**config.mk**
```make
export PLATFORM = sky130hd
export DESIGN_NAME = qbd_port
export DESIGN_NICKNAME = d
export VERILOG_FILES = /design/src/rtl/qbd_port.sv
export SDC_FILE = /design/constraint.sdc
export NUM_CORES = 1
export LEC_CHECK = 0
export BUFFER_PORTS_ARGS = -buffer_cell sky130_fd_sc_hd__buf_2
export CORE_ASPECT_RATIO = 1.25
export CORE_MARGIN = 8
export CORE_UTILIZATION = 40
export DETAILED_ROUTE_END_ITERATION = 6
export PLACE_DENSITY = 0.73
export SYNTH_ARGS = -nofsm -noshare
export SYNTH_HDL_FRONTEND = slang
export SYNTH_SLANG_ARGS = --single-unit
```
**constraint.sdc**
```tcl
create_clock -name clk -period 1.87 [get_ports clk]
set_input_delay 0 -clock clk [delete_from_list [all_inputs] [get_ports clk]]
set_output_delay 0 -clock clk [all_outputs]
set_load 0.01 [all_outputs]
```
**src/rtl/qbd_port.sv**
```systemverilog
module qbd_port #(
  parameter int W = 8
) (
  input  logic         clk,
  input  logic         rst_n,
  input  logic         wr_stb,
  input  logic [W-1:0] wr_data,
  input  logic         scl_fall,
  input  logic [W-1:0] pin_in,
  output logic [W-1:0] sink_en,
  output logic [W-1:0] weak_pu_en,
  output logic [W-1:0] boost_en,
  output logic [W-1:0] rd_data
);

  localparam logic [W-1:0] ALL_HI = {W{1'b1}};

  logic [W-1:0] latch_q;
  logic [W-1:0] boost_q;
  logic [W-1:0] meta_q;
  logic [W-1:0] sync_q;

  always_ff @(posedge clk or negedge rst_n) begin
    if (!rst_n) latch_q <= ALL_HI;
    else if (wr_stb) latch_q <= wr_data;
  end

  always_ff @(posedge clk or negedge rst_n) begin
    if (!rst_n) boost_q <= '0;
    else if (wr_stb) boost_q <= wr_data;
    else if (scl_fall) boost_q <= '0;
  end

  always_ff @(posedge clk or negedge rst_n) begin
    if (!rst_n) begin
      meta_q <= ALL_HI;
      sync_q <= ALL_HI;
    end else begin
      meta_q <= pin_in;
      sync_q <= meta_q;
    end
  end

  assign sink_en    = ~latch_q;
  assign weak_pu_en = latch_q;
  assign boost_en   = boost_q;
  assign rd_data    = sync_q;

endmodule

```
==> Word-level counts from Yosys, hierarchy flattened <==
Cells that the tools add are included.
{ "word_totals": {"out_inout_bits": 32, "word_cells": 8, "input_bits": 20, "ff_bits": 32} }
{ "classes": {"n_reduce_logical": 1, "mux": 2, "bitwise": 1} }
{ "ops": {"columns": ["operator", "n"], "rows": [
  ["$mux 8", 2],
  ["$not 8->8", 1],
  ["$reduce_bool 2->1", 1]
]} }

==> Depth between registers and ports, before layout <==
{ "depth": {"word_depth": 2, "mapped_depth": 4, "mapped_depth_nobuf": 2} }

==> Least setup slack after synthesis <==
OpenSTA, ideal clock, no wires.
{ "synth_path": {"path_type": "flip-flop to flip-flop", "from": "register weak_pu_en[0] (netlist name)", "to": "register latch_q[0] (netlist: weak_pu_en[0])", "path_stages_with_launch": 3, "required_ns": 1.791, "period_less_slack_ns": 0.822, "n_path_buf": 0, "path_slack_ns": 1.048, "t_arrival_ns": 0.743, "cell_sequence": "dfstp_2 -> inv_1 -> o21ai_0"} }
{ "synth_lines": {"columns": ["element", "line_no", "source"], "rows": [
  ["end signal: assignment", "25", "else if (wr_stb) latch_q <= wr_data;"],
  ["end: declaration", "18", "logic [W-1:0] latch_q;"]
]} }

==> Final worst setup path <==
{ "layout_path": {"from": "register latch_q[6] (netlist: weak_pu_en[6])", "to": "output port sink_en[6]"} }
{ "layout_between": {"elab_chain_len": 1} }
{ "layout_rtl": {"columns": ["element", "line_no", "source"], "rows": [
  ["$not 8->8", "44", "assign sink_en = ~latch_q;"],
  ["end: declaration", "10", "output logic [W-1:0] sink_en,"]
]} }
No other way between the ends.

==> results.yml <==
floorplan:
  floorplan.io_pins: 52
  coreArea_sq_um: 2452
  die-height_microns: 73.18
  start_util_pct: 42.65
  placementRows: 20
  die_outline_width_microns: 61.74
  floorplan.die_area_sq_um: 4518
timing:
  timing.final.crit_share_pct: 55.37
  final_hold_viol_count: 0
  timing_worst_slew_pin_value_ns: 0.6470
  finalSetupTns_ns: 0
  finalSetupViolations: 0
  rsz0062_at_grt: "false"
  max-slew-margin-rel_pct: 56.87
  finClkSkew_ns: 0.001232
  fin_worst_hold_slack_ns: 0.07287
  layout_min_cycle_time_ns: 1.035
  max_clock_freq_mhz: 965.9
  drv_slew: 0
logic_synthesis:
  post_syn_area_sq_um: 1046
  seq_total_area_yosys_pct: 79.43
  syn-num-nets: 88
  synth-warning-count: 0
  synthDistinctLibCells: 11
  synth_seq_cells: 32
  syn-instance-count: 68
  postSynthAreaPerCell_sq_um: 15.38
clock_tree:
  clock_latency_ns: 0.31
  cts_tree: "built"
  cts.repair_timing.setup_buffer_count: 0
  cts-hold-fix-buffers: 17
  cts-buffers-inserted: 5
  ctsLongestPathBuffers: 2
  deepest_level_of_the_cts_h_tree: 2
  cts.clk_slew.worst_paths_ns: 0.08
  clkSinkCount: 32
  clock_tree.root_cell: "sky130_fd_sc_hd__clkbuf_4"
  cts_resized: 0
power:
  clock_power_share_pct: 33.3
  power.share.switching_pct: 22.16
  finalPower_mw: 1.455
  power.combinational.fraction_pct: 13.0
  power.internal_mw: 1.133
  vdd_drop_max_mv: 0.5495
  sequentialPowerShare_pct: 53.7
  power_spent_charging_and_discharging_nets_uw: 322.5
  power_density_nw_per_um2: 935.7
  power.static_leakage_nw: 0.7660
setup_path:
  r2r-end: "weak_pu_en[3]"
  critPathTopFamily: "flip-flops"
  reg2regPathDepth: 2
  critPathSlowestCell: "sky130_fd_sc_hd__dfstp_2"
  setup.worst_path.class: "flip-flop to output pin"
  critical_path_required_ns: 1.87
  worstPathCellList: "inv_1 -> buf_2"
  cp_max_fo: 2
  worstSetupEndpointType: "output pin"
  worst-path-buf-inv: 2
  critPathLaunchType: "flip-flop"
  worst-r2r-setup-slack_ns: 1.05
  reg_to_reg_start: "weak_pu_en[3]"
  worst_ep_arrival_time_ns: 1.04
  slowest_delay_ns: 0.54
place:
  globalplace.congestion: 0.6644
  detailedPlacementHpwl_mm: 1.722
  portBuffers: 51
  post_placement_cell_area_sq_um: 1309
layout:
  syn_to_final_growth_pct: 48.68
  seqCellArea_sq_um: 830.8
  multiInputGateArea_sq_um: 151.4
  final_common_cell: "sky130_fd_sc_hd__buf_2"
  n_fill_cell: 212
  commonest_cells_after_routing_fill_and_taps_aside: "sky130_fd_sc_hd__buf_2, sky130_fd_sc_hd__dfstp_2, sky130_fd_sc_hd__dlygate4sd3_1"
  fin_nets: 160
  antenna_cells_inserted: 0
  layout-drive-gt1-share_pct: 58.87
  final_cell_area_sq_um: 1555
min_path:
  timing.hold.worst.start: "scl_fall"
  worst_hold_path.endpoint: "boost_en[7]"
  worst_hold_path_depth: 3
  hp-class: "input port to flip-flop"
routing:
  vias_per_cell: 4.351
  routed_wirelength_mm: 2.414
  vias_after_detailed_routing: 757
  drt_first_pass_iters: 2
  detail_route.drc_violations: 0
  drt-initial-drc-count: 2
  antenna_violating_nets_post_route: 0
  wl_per_cell_microns: 13.87
global_routing:
  grt_pass1_vias: 778
  global_route_met2_usage_pct: 18.22
  grt_start_max_net_pins: 33
  groute.layer.met1.usage_pct: 11.94
  globalRoute.totalOverflow: 0
  globalRoute.busiestLayer: "met2"
  groute.usage.overall_pct: 11.49
  wire_length_of_the_first_global_routing_pass_mm: 3.608
  initial_antenna_violation_count: 0
  grtUsageMet3_pct: 3.527
run:
  max_cap_violations: 0
run_status:
  status: "complete, no violations"
## worst max-delay path by stage
stage,startpoint,end,cells past startpoint
2_1_floorplan,weak_pu_en[0],weak_pu_en[0],2
3_3_place_gp,wr_stb,boost_en[0],3
3_5_place_dp,wr_stb,boost_en[1],3
4_1_cts,weak_pu_en[6],sink_en[6],2
5_1_grt,weak_pu_en[2],sink_en[2],2
6_report,weak_pu_en[6],sink_en[6],2
## worst reg2reg max path, stage by stage (launching register included)
cell and delay [ns]:
sky130_fd_sc_hd__dfstp_2 0.54, sky130_fd_sc_hd__inv_1 0.04, sky130_fd_sc_hd__o21ai_0 0.16
## final cells by class
type | instances | area share, %
inverter | 8 | 1.931
timing repair buffer | 68 | 27.35
tap | 33 | 2.655
multi-input combinational | 25 | 9.735
clock inverter | 2 | 2.253
clock buffer | 6 | 2.655
sequential | 32 | 53.42
## sequential cells by signal, indices dropped and copies added, names as in the netlist
signal / count
boost_en: 8
meta_q: 8
rd_data: 8
weak_pu_en: 8
## layer usage
layer / up-vias / wire length (microns)
li1: 363 / -
met1: 350 / 1003
met2: 36 / 1162
met3: 8 / 169
met4: 0 / 78
met5: - / 0
## power by group through the flow
stage	sequential, mW	clock (mW)	combinational, mW
5_1_grt	0.787	0.541	0.208
6_report	0.782	0.484	0.189
4_1_cts	0.782	0.507	0.194
2_1_floorplan	0.812	0	0.0532
3_5_place_dp	0.793	0	0.166
3_3_place_gp	0.790	0	0.163
## cells by family (layout without fill, tap and decap cells)
group | count (synthesis) | count (layout) | synth area share [%]
buf+inv | 11 | 84 | 6.100
compound gates | 16 | 16 | 10.53
flops | 32 | 32 | 79.43
simple gates | 9 | 9 | 3.947
## synthesized netlist by cell type
cell | count | share of area [%]
sky130_fd_sc_hd__dfstp_2 | 24 | 60
sky130_fd_sc_hd__a22o_1 | 8 | 6.7
sky130_fd_sc_hd__dfrtp_1 | 8 | 19
sky130_fd_sc_hd__inv_1 | 8 | 2.9
sky130_fd_sc_hd__nand2_1 | 8 | 2.9
sky130_fd_sc_hd__o21ai_0 | 6 | 2.9
sky130_fd_sc_hd__o21ai_1 | 2 | 0.96
sky130_fd_sc_hd__buf_4 | 1 | 0.72
sky130_fd_sc_hd__buf_6 | 1 | 1.1
sky130_fd_sc_hd__buf_8 | 1 | 1.4
sky130_fd_sc_hd__nor2_4 | 1 | 1.1
## through the flow
stage | util, % | setup WS, ns | std cells
6_report | 63.42 | 0.8347 | 174
5_1_grt | 63.42 | 0.7696 | 174
4_1_cts | 63.42 | 0.8075 | 174
3_5_place_dp | 53.37 | 1.040 | 149
3_3_place_gp | 53.37 | 1.050 | 149
2_1_floorplan | - | 1.048 | 68
(Power assumes the default switching activity.)
